<file path="config.mk">
export PLATFORM = sky130hd
export DESIGN_NAME = ser_tx_top
export DESIGN_NICKNAME = d
export VERILOG_FILES = /design/src/rtl/ser_tx_pkg.sv /design/src/rtl/ser_tx_ctrl.sv /design/src/rtl/ser_tx_shreg.sv /design/src/rtl/ser_tx_bitcnt.sv /design/src/rtl/ser_tx_top.sv
export SDC_FILE = /design/constraint.sdc
export NUM_CORES = 1
export LEC_CHECK = 0
export CAP_MARGIN = 10
export CORE_UTILIZATION = 25
export CTS_CLUSTER_SIZE = 12
export DETAILED_ROUTE_END_ITERATION = 8
export HOLD_SLACK_MARGIN = 0.06
export PLACE_DENSITY = 0.57
export RECOVER_POWER = 100
export SYNTH_ARGS = -nofsm -noshare
export SYNTH_HDL_FRONTEND = slang
export SYNTH_SLANG_ARGS = --single-unit
</file>
<file path="constraint.sdc">
create_clock -name clk -period 2.1 [get_ports clk]
set_input_delay 0.315 -clock clk [delete_from_list [all_inputs] [get_ports clk]]
set_output_delay 0.315 -clock clk [all_outputs]
set_load 0.005 [all_outputs]
</file>
<file path="src/rtl/ser_tx_pkg.sv">
package ser_tx_pkg;

    // State encoding is exported on state_o and decoded by checkers.
    typedef enum logic [1:0] {
        ST_IDLE  = 2'b00,
        ST_LOAD  = 2'b01,
        ST_SHIFT = 2'b10,
        ST_STOP  = 2'b11
    } tx_state_e;

endpackage

</file>
<file path="src/rtl/ser_tx_ctrl.sv">
module ser_tx_ctrl
    import ser_tx_pkg::*;
(
    input  logic      clk,
    input  logic      rst,
    input  logic      load_i,
    input  logic      rdy_i,
    input  logic      last_i,
    output tx_state_e state_o,
    output logic      capture_o,
    output logic      advance_o
);

    tx_state_e state_q;
    tx_state_e state_d;

    // Next-state selection.
    always_comb begin
        state_d = state_q;
        unique case (state_q)
            ST_IDLE: begin
                if (load_i) state_d = ST_LOAD;
            end
            ST_LOAD: begin
                if (rdy_i) state_d = ST_SHIFT;
            end
            ST_SHIFT: begin
                if (rdy_i && last_i) state_d = ST_STOP;
            end
            ST_STOP: begin
                if (rdy_i) state_d = ST_IDLE;
            end
            default: state_d = ST_IDLE;
        endcase
    end

    // State register.
    always_ff @(posedge clk) begin
        if (rst) state_q <= ST_IDLE;
        else     state_q <= state_d;
    end

    // Datapath strobes derived from the current state.
    always_comb begin
        capture_o = 1'b0;
        advance_o = 1'b0;
        unique case (state_q)
            ST_IDLE:  capture_o = load_i;
            ST_LOAD:  ;
            ST_SHIFT: advance_o = rdy_i;
            ST_STOP:  ;
            default:  ;
        endcase
    end

    assign state_o = state_q;

endmodule

</file>
<file path="src/rtl/ser_tx_shreg.sv">
module ser_tx_shreg #(
    parameter int W = 8
) (
    input  logic         clk,
    input  logic         rst,
    input  logic         capture_i,
    input  logic         advance_i,
    input  logic [W-1:0] data_i,
    output logic         lsb_o
);

    logic [W-1:0] word_q;

    // Captured word moves toward bit 0; idle level fills from the top.
    always_ff @(posedge clk) begin
        if (rst)            word_q <= '1;
        else if (capture_i) word_q <= data_i;
        else if (advance_i) word_q <= {1'b1, word_q[W-1:1]};
    end

    assign lsb_o = word_q[0];

endmodule

</file>
<file path="src/rtl/ser_tx_bitcnt.sv">
module ser_tx_bitcnt #(
    parameter int W = 8
) (
    input  logic clk,
    input  logic rst,
    input  logic clear_i,
    input  logic advance_i,
    output logic last_o
);

    localparam int CNT_W = (W > 1) ? $clog2(W) : 1;
    localparam logic [CNT_W-1:0] LAST_IDX = CNT_W'(W - 1);

    logic [CNT_W-1:0] cnt_q;

    always_ff @(posedge clk) begin
        if (rst || clear_i) begin
            cnt_q <= '0;
        end else if (advance_i) begin
            if (cnt_q == LAST_IDX) cnt_q <= '0;
            else                   cnt_q <= cnt_q + 1'b1;
        end
    end

    assign last_o = (cnt_q == LAST_IDX);

endmodule

</file>
<file path="src/rtl/ser_tx_top.sv">
module ser_tx_top
    import ser_tx_pkg::*;
#(
    parameter int W = 8
) (
    input  logic         clk,
    input  logic         rst,
    input  logic         load_i,
    input  logic         line_rdy_i,
    input  logic [W-1:0] data_i,
    output logic         ser_o,
    output logic [1:0]   state_o,
    output logic         last_bit_o
);

    tx_state_e state;
    logic      capture;
    logic      advance;
    logic      lsb;
    logic      cnt_last;
    logic      in_shift;

    ser_tx_ctrl u_ctrl (
        .clk       (clk),
        .rst       (rst),
        .load_i    (load_i),
        .rdy_i     (line_rdy_i),
        .last_i    (cnt_last),
        .state_o   (state),
        .capture_o (capture),
        .advance_o (advance)
    );

    ser_tx_shreg #(.W(W)) u_shreg (
        .clk       (clk),
        .rst       (rst),
        .capture_i (capture),
        .advance_i (advance),
        .data_i    (data_i),
        .lsb_o     (lsb)
    );

    ser_tx_bitcnt #(.W(W)) u_cnt (
        .clk       (clk),
        .rst       (rst),
        .clear_i   (capture),
        .advance_i (advance),
        .last_o    (cnt_last)
    );

    assign in_shift   = (state == ST_SHIFT);
    assign ser_o      = in_shift ? lsb : 1'b1;
    assign last_bit_o = in_shift & cnt_last;
    assign state_o    = state;

endmodule

</file>
# ---- Word-level counts from Yosys, hierarchy flattened
# Index checks and enable logic that the tools add are counted.
dict set report classes {
  add_sub_neg 1
  eq_ne 8
  n_mux 11
  n_bitwise 1
  n_reduce_logical 5
}
# op n
set op_table {}
lappend op_table {{8-bit two-way mux} 2}
lappend op_table {{2-bit two-way mux} 4}
lappend op_table {{2-bit case mux with 4 select lines} 1}
lappend op_table {{2-bit inequality test (second input constant)} 3}
lappend op_table {{2-bit equality test (second input constant)} 2}
lappend op_table {{4-bit AND reduction} 1}
lappend op_table {{3-bit by 1-bit adder with 3-bit output (second input constant)} 1}
lappend op_table {{3-bit equality test (second input constant)} 1}
lappend op_table {{1-bit two-way mux} 3}
lappend op_table {{3-bit two-way mux} 1}
lappend op_table {{2-bit by 1-bit equality test with 1-bit output (second input constant)} 1}
lappend op_table {{2-bit logical NOT} 1}
lappend op_table {{2-bit by 1-bit inequality test with 1-bit output (second input constant)} 1}
lappend op_table {{2-bit nonzero test} 1}
lappend op_table {{1-bit bitwise AND} 1}
lappend op_table {{1-bit logical AND} 1}
lappend op_table {{1-bit logical OR} 1}
dict set report totals {
  register_bits 13
  input_bits 12
  output_inout_bits 4
  word_cells 29
}

# ---- Depth between registers and ports, before layout
dict set report depth {
  ltp_word 4
  mapped_depth 6
  depth_no_buf 5
}

# ---- Hierarchy
# From an unflattened synthesis, not the netlist that was laid out.
dict set report unflattened {
  cells_unflattened 69
  area_unflattened_um2 705.7
}
# module n_inst cells_each area_per_inst_um2 seq_area_each_um2
set by_module_without_submodules {}
lappend by_module_without_submodules {ser_tx_shreg 1 35 365.4 160.2}
lappend by_module_without_submodules {ser_tx_ctrl 1 20 178.9 40.0}
lappend by_module_without_submodules {ser_tx_bitcnt 1 12 142.6 60.1}
lappend by_module_without_submodules {ser_tx_top 1 2 18.8 0.0}

# ---- Worst setup path after synthesis
# Ideal clock, no wire load.
dict set report synth_path {
  path_type {flip-flop to flip-flop}
  start {reg u_ctrl.state_q[1] (netlist: u_ctrl.state_o[1])}
  end {reg u_ctrl.state_q[0] (netlist: u_ctrl.state_o[0])}
  setup_ns 0.116
  t_arrival_ns 1.377
  t_required_ns 1.984
  path_slack_ns 0.607
  path_stages_with_launch 6
  path_buffers 0
  synth_period_minus_slack_ns 1.493
  cell_sequence {dfxtp_1 > inv_1 > ha_1 > o21ba_1 > or4_1 > o211a_1}
}
dict set report synth_via {
  elab_chain_len 3
  elab_cells_between_ends 10
  cone_classes {eq/ne (7); mux (1); reduce/logical (2)}
}
# item line_no
set synth_lines {}
lappend synth_lines {{start: declaration} ser_tx_ctrl.sv:14} ;# tx_state_e state_q;
lappend synth_lines {{start signal: assignment} ser_tx_ctrl.sv:40} ;# else state_q <= state_d;
lappend synth_lines {{2-bit equality test, or another cell as far along} ser_tx_ctrl.sv:20} ;# unique case (state_q)
lappend synth_lines {{2-bit by 1-bit inequality test with 1-bit output (no source line) / 2-bit inequality test (equally long branches)} --}
lappend synth_lines {{4-bit AND reduction (no source line)} --}
# Parallel ways exist; a longest one is shown, timed or not.
# A chain may end at the register's enable or synchronous reset.

# ---- Worst setup path after layout
dict set report layout_path {
  start {reg u_ctrl.state_q[0] (netlist: u_ctrl.state_o[0])}
  end {out last_bit_o}
}
dict set report layout_via {
  elab_chain_len 2
}
# item line_no
set layout_lines {}
lappend layout_lines {{2-bit equality test} ser_tx_top.sv:51} ;# assign in_shift = (state == ST_SHIFT);
lappend layout_lines {{1-bit bitwise AND} ser_tx_top.sv:53} ;# assign last_bit_o = in_shift & cnt_last;
lappend layout_lines {{end: declaration} ser_tx_top.sv:13} ;# output logic last_bit_o
# No other way between the ends.

==> metrics.txt <==
# TYPE chip_impl_metric gauge
chip_impl_metric{name="ys_warn_count",unit=""} 0
chip_impl_metric{name="core",unit="mm^2"} 0.00254
chip_impl_metric{name="syn_area_per_cell",unit="um^2"} 8.81
chip_impl_info{name="hold_class",value="reg -> reg"} 1
chip_impl_metric{name="n_antenna_cell",unit=""} 0
chip_impl_metric{name="drt-pass1-iter-count",unit=""} 2
chip_impl_info{name="synthMostInstantiatedCell",value="sky130_fd_sc_hd__dfxtp_1"} 1
chip_impl_info{name="cts_tree",value="built"} 1
chip_impl_metric{name="final.setup.tns",unit="ns"} 0
chip_impl_metric{name="synth_xor_area_share",unit="%"} 0
chip_impl_metric{name="clock-sinks",unit=""} 13
chip_impl_metric{name="dp_hpwl",unit="mm"} 1.01
chip_impl_metric{name="routed_wire_length_per_instance",unit="um"} 11.0
chip_impl_metric{name="crit_required",unit="ns"} 1.78
chip_impl_metric{name="htreeDepth",unit=""} 1
chip_impl_metric{name="clock_insertion_delay_worst_skew",unit="ns"} 0.27
chip_impl_info{name="ys.flop_type",value="sky130_fd_sc_hd__dfxtp_1"} 1
chip_impl_metric{name="detail_route_antenna_nets",unit=""} 0
chip_impl_metric{name="holdBufCountCts",unit=""} 0
chip_impl_metric{name="synth_adder_area_share",unit="%"} 12.6
chip_impl_metric{name="period_needed",unit="ns"} 1.96
chip_impl_metric{name="remaining_design_rule_violation_count",unit=""} 0
chip_impl_metric{name="floorplan.initialDensity",unit="%"} 27.3
chip_impl_metric{name="route.vias.total",unit=""} 575
chip_impl_metric{name="power.total",unit="uW"} 871
chip_impl_metric{name="num_io_pins",unit=""} 16
chip_impl_metric{name="async_flop_share",unit="%"} 0
chip_impl_metric{name="nets",unit=""} 114
chip_impl_metric{name="fillCellCount",unit=""} 269
chip_impl_metric{name="synth_enable_flop_cells",unit=""} 0
chip_impl_info{name="netlist_top_cells_count",value="sky130_fd_sc_hd__dfxtp_1 (13), sky130_fd_sc_hd__nor2_1 (9), sky130_fd_sc_hd__a211oi_1 (8), sky130_fd_sc_hd__o21ai_0 (8)"} 1
chip_impl_metric{name="vias_in_the_first_global_route",unit=""} 537
chip_impl_metric{name="number_of_violations_of_the_max_capacitance_limit",unit=""} 0
chip_impl_metric{name="area.growth.synth_to_final",unit="%"} 30.2
chip_impl_metric{name="worst_slew_pin_slew",unit="ns"} 0.397
chip_impl_metric{name="timing_hold_violations_final",unit=""} 0
chip_impl_info{name="setup.worst_path.class",value="reg -> out"} 1
chip_impl_metric{name="drive_above_1_share",unit="%"} 11.7
chip_impl_metric{name="reg2regPathDepth",unit=""} 5
chip_impl_metric{name="max-clock-path-buffers",unit=""} 2
chip_impl_metric{name="grt_antenna_before_repair",unit=""} 0
chip_impl_metric{name="worst_ir_drop_vdd",unit="mV"} 0.447
chip_impl_metric{name="place_congestion",unit=""} 0.736
chip_impl_metric{name="maxSlewHeadroom",unit="%"} 73.5
chip_impl_metric{name="fin_worst_skew",unit="ns"} 0.00699
chip_impl_metric{name="simple_gate_area_share_of_the_yosys_netlist",unit="%"} 23.0
chip_impl_metric{name="timing.final.setup_violations",unit=""} 0
chip_impl_metric{name="groute.usage.overall",unit="%"} 11.3
chip_impl_metric{name="ys_seq_elements",unit=""} 13
chip_impl_metric{name="grt_max_degree",unit=""} 13
chip_impl_info{name="synth.largest_area_cell",value="sky130_fd_sc_hd__dfxtp_1"} 1
chip_impl_metric{name="worst-path-max-fanout",unit=""} 12
chip_impl_metric{name="vias_per_cell",unit=""} 4.64
chip_impl_info{name="timing.rr.end",value="u_ctrl.state_o[0]"} 1
chip_impl_info{name="worst_r2r_startpoint",value="u_ctrl.state_o[1]"} 1
chip_impl_metric{name="num_rows",unit=""} 18
chip_impl_info{name="rsz_0062_raised_after_global_routing",value="no"} 1
chip_impl_metric{name="grt_first_pass_wirelength",unit="mm"} 2.37
chip_impl_metric{name="yosys-mux-area-fraction",unit="%"} 5.76
chip_impl_metric{name="seq_area_frac_synth",unit="%"} 37.4
chip_impl_info{name="clock_tree.root_cell",value="sky130_fd_sc_hd__clkbuf_4"} 1
chip_impl_metric{name="synth_top_cell_area_share",unit="%"} 37.4
chip_impl_info{name="outcome",value="complete, no violations"} 1
chip_impl_info{name="crit_path_end",value="last_bit_o"} 1
chip_impl_metric{name="die_y",unit="um"} 54.8
chip_impl_metric{name="layout_worst_path_cycle_share",unit="%"} 93.4
chip_impl_info{name="synth_area_leaders",value="sky130_fd_sc_hd__dfxtp_1 (37%), sky130_fd_sc_hd__ha_1 (13%), sky130_fd_sc_hd__a211oi_1 (8.6%)"} 1
chip_impl_info{name="crit_path_start",value="u_ctrl.state_o[0]"} 1
chip_impl_metric{name="slew_viol_final",unit=""} 0
chip_impl_metric{name="die_w",unit="um"} 54.8
chip_impl_metric{name="fmax",unit="GHz"} 0.510
chip_impl_metric{name="drt-initial-drc-count",unit=""} 5
chip_impl_metric{name="post_synth_num_cell_types",unit=""} 19
chip_impl_metric{name="port_buffers",unit=""} 15
chip_impl_metric{name="cells_after_synth",unit=""} 79
chip_impl_metric{name="floorplan.die_area",unit="mm^2"} 0.00300
chip_impl_metric{name="total_leakage_power",unit="uW"} 0.000402
chip_impl_metric{name="synth_compound_gate_area_share",unit="%"} 17.3
chip_impl_metric{name="arrival",unit="ns"} 1.65
chip_impl_metric{name="worst_hold_stages",unit=""} 2
chip_impl_metric{name="overflow",unit=""} 0
chip_impl_metric{name="route.final.wire_length",unit="mm"} 1.37
chip_impl_metric{name="synthesis.nets",unit=""} 98
chip_impl_info{name="main_combinational_cell_family_by_area_after_synthesis",value="simple AND/OR/NAND/NOR gates"} 1
chip_impl_metric{name="cts_buffers",unit=""} 3
chip_impl_metric{name="mappedNetlistArea",unit="um^2"} 696
chip_impl_metric{name="hold-worst-slack",unit="ns"} 0.537
chip_impl_metric{name="slack_of_the_worst_reg_to_reg_path",unit="ns"} 0.49
chip_impl_metric{name="worst_setup_hold_path_clk_slew",unit="ns"} 0.07
chip_impl_metric{name="postLayoutCoreUtil",unit="%"} 35.6
chip_impl_info{name="timing.critical_path.from_type",value="flip-flop"} 1
chip_impl_metric{name="power_density",unit="mW/mm^2"} 962
chip_impl_info{name="worst_setup_path_end_kind",value="output pin"} 1
-- cells in the final DEF, fill, tap and decap left out --
cell,n
sky130_fd_sc_hd__a211oi_1,8
sky130_fd_sc_hd__and2_0,1
sky130_fd_sc_hd__and2_1,1
sky130_fd_sc_hd__and3_2,7
sky130_fd_sc_hd__clkbuf_1,1
sky130_fd_sc_hd__clkbuf_4,3
sky130_fd_sc_hd__clkdlybuf4s50_1,13
sky130_fd_sc_hd__dfxtp_1,13
sky130_fd_sc_hd__dlygate4sd3_1,2
sky130_fd_sc_hd__ha_1,6
sky130_fd_sc_hd__ha_4,1
sky130_fd_sc_hd__inv_1,3
sky130_fd_sc_hd__mux2i_1,4
sky130_fd_sc_hd__nand2_1,5
sky130_fd_sc_hd__nand2b_1,1
sky130_fd_sc_hd__nor2_1,9
sky130_fd_sc_hd__nor2b_1,1
sky130_fd_sc_hd__nor3_1,3
sky130_fd_sc_hd__nor3b_1,1
sky130_fd_sc_hd__o211a_1,1
sky130_fd_sc_hd__o21ai_0,8
sky130_fd_sc_hd__o21ba_1,1
sky130_fd_sc_hd__or4_1,1
-- repair_timing --
item                       CTS  global route
buffers inserted             0             0
hold endpoints to repair     0             0
resized for setup            1             1
setup endpoints to repair    1             1
-- how the worst min path moves through the flow --
stage                                  from           endpoint  slack (ns)
after global placement    u_ctrl.state_o[1]  u_ctrl.state_o[1]        0.50
after detailed placement  u_ctrl.state_o[1]  u_ctrl.state_o[1]        0.51
after CTS                 u_ctrl.state_o[1]  u_ctrl.state_o[1]        0.52
after global routing      u_shreg.word_q[5]  u_shreg.word_q[5]        0.56
final                     u_shreg.word_q[5]  u_shreg.word_q[5]        0.54
after floorplan                         rst     u_cnt.cnt_q[0]        0.39
-- final cells by class --
class                   count  area [um^2]  share of cell area [%]
clock buffers               4         26.3                    2.90
inverters                   3         11.3                    1.24
multi-input cells          59          420                    46.4
flip-flops and latches     13          260                    28.7
well taps                  30         37.5                    4.14
repair buffers             15          150                    16.6
-- sequential cells by signal, indices dropped and copies added (netlist names) --
| register | cells |
|---|---|
| u_shreg.word_q | 8 |
| u_cnt.cnt_q | 3 |
| u_ctrl.state_o | 2 |
-- kinds of logic (layout without fill, tap and decap cells) --
| logic type | Yosys count | count (layout) |
|---|---|---|
| and+or+nand+nor | 30 | 30 |
| AOI/OAI and AO/OA | 18 | 18 |
| DFF | 13 | 13 |
| buffers and inverters | 7 | 22 |
| adders and majority gates | 7 | 7 |
| muxes | 4 | 4 |
-- metal layers --
| layer | track usage [%] | vias up | routed length (um) |
|---|---|---|---|
| met2 | 17.5 | 6 | 647 |
| met4 | 5.13 | 0 | 0 |
| met5 | 0 | - | 0 |
| met1 | 14.3 | 259 | 686 |
| met3 | 3.33 | 0 | 33 |
| li1 | - | 310 | - |
-- report_power, final --
group          internal (uW)  switching [uW]  total [uW]
clock network           73.5            78.4         152
logic                    184             189         373
registers                304            42.6         346
total                    562             310         871
-- critical path: stages, from the launching register on --
cell and delay, ns:
sky130_fd_sc_hd__dfxtp_1 0.36, sky130_fd_sc_hd__inv_1 0.15, sky130_fd_sc_hd__ha_4 0.22, sky130_fd_sc_hd__and2_0 0.15
sky130_fd_sc_hd__clkdlybuf4s50_1 0.50
-- metrics by stage --
stage | area, um^2 | instances | setup slack, ns
5_1_grt | 906 | 124 | 0.0303
3_5_place_dp | 867 | 120 | 0.234
6_report | 906 | 124 | 0.138
2_1_floorplan | 696 | 79 | 0.607
4_1_cts | 896 | 124 | 0.0550
3_3_place_gp | 867 | 120 | 0.275
(Power assumes the default switching activity.)
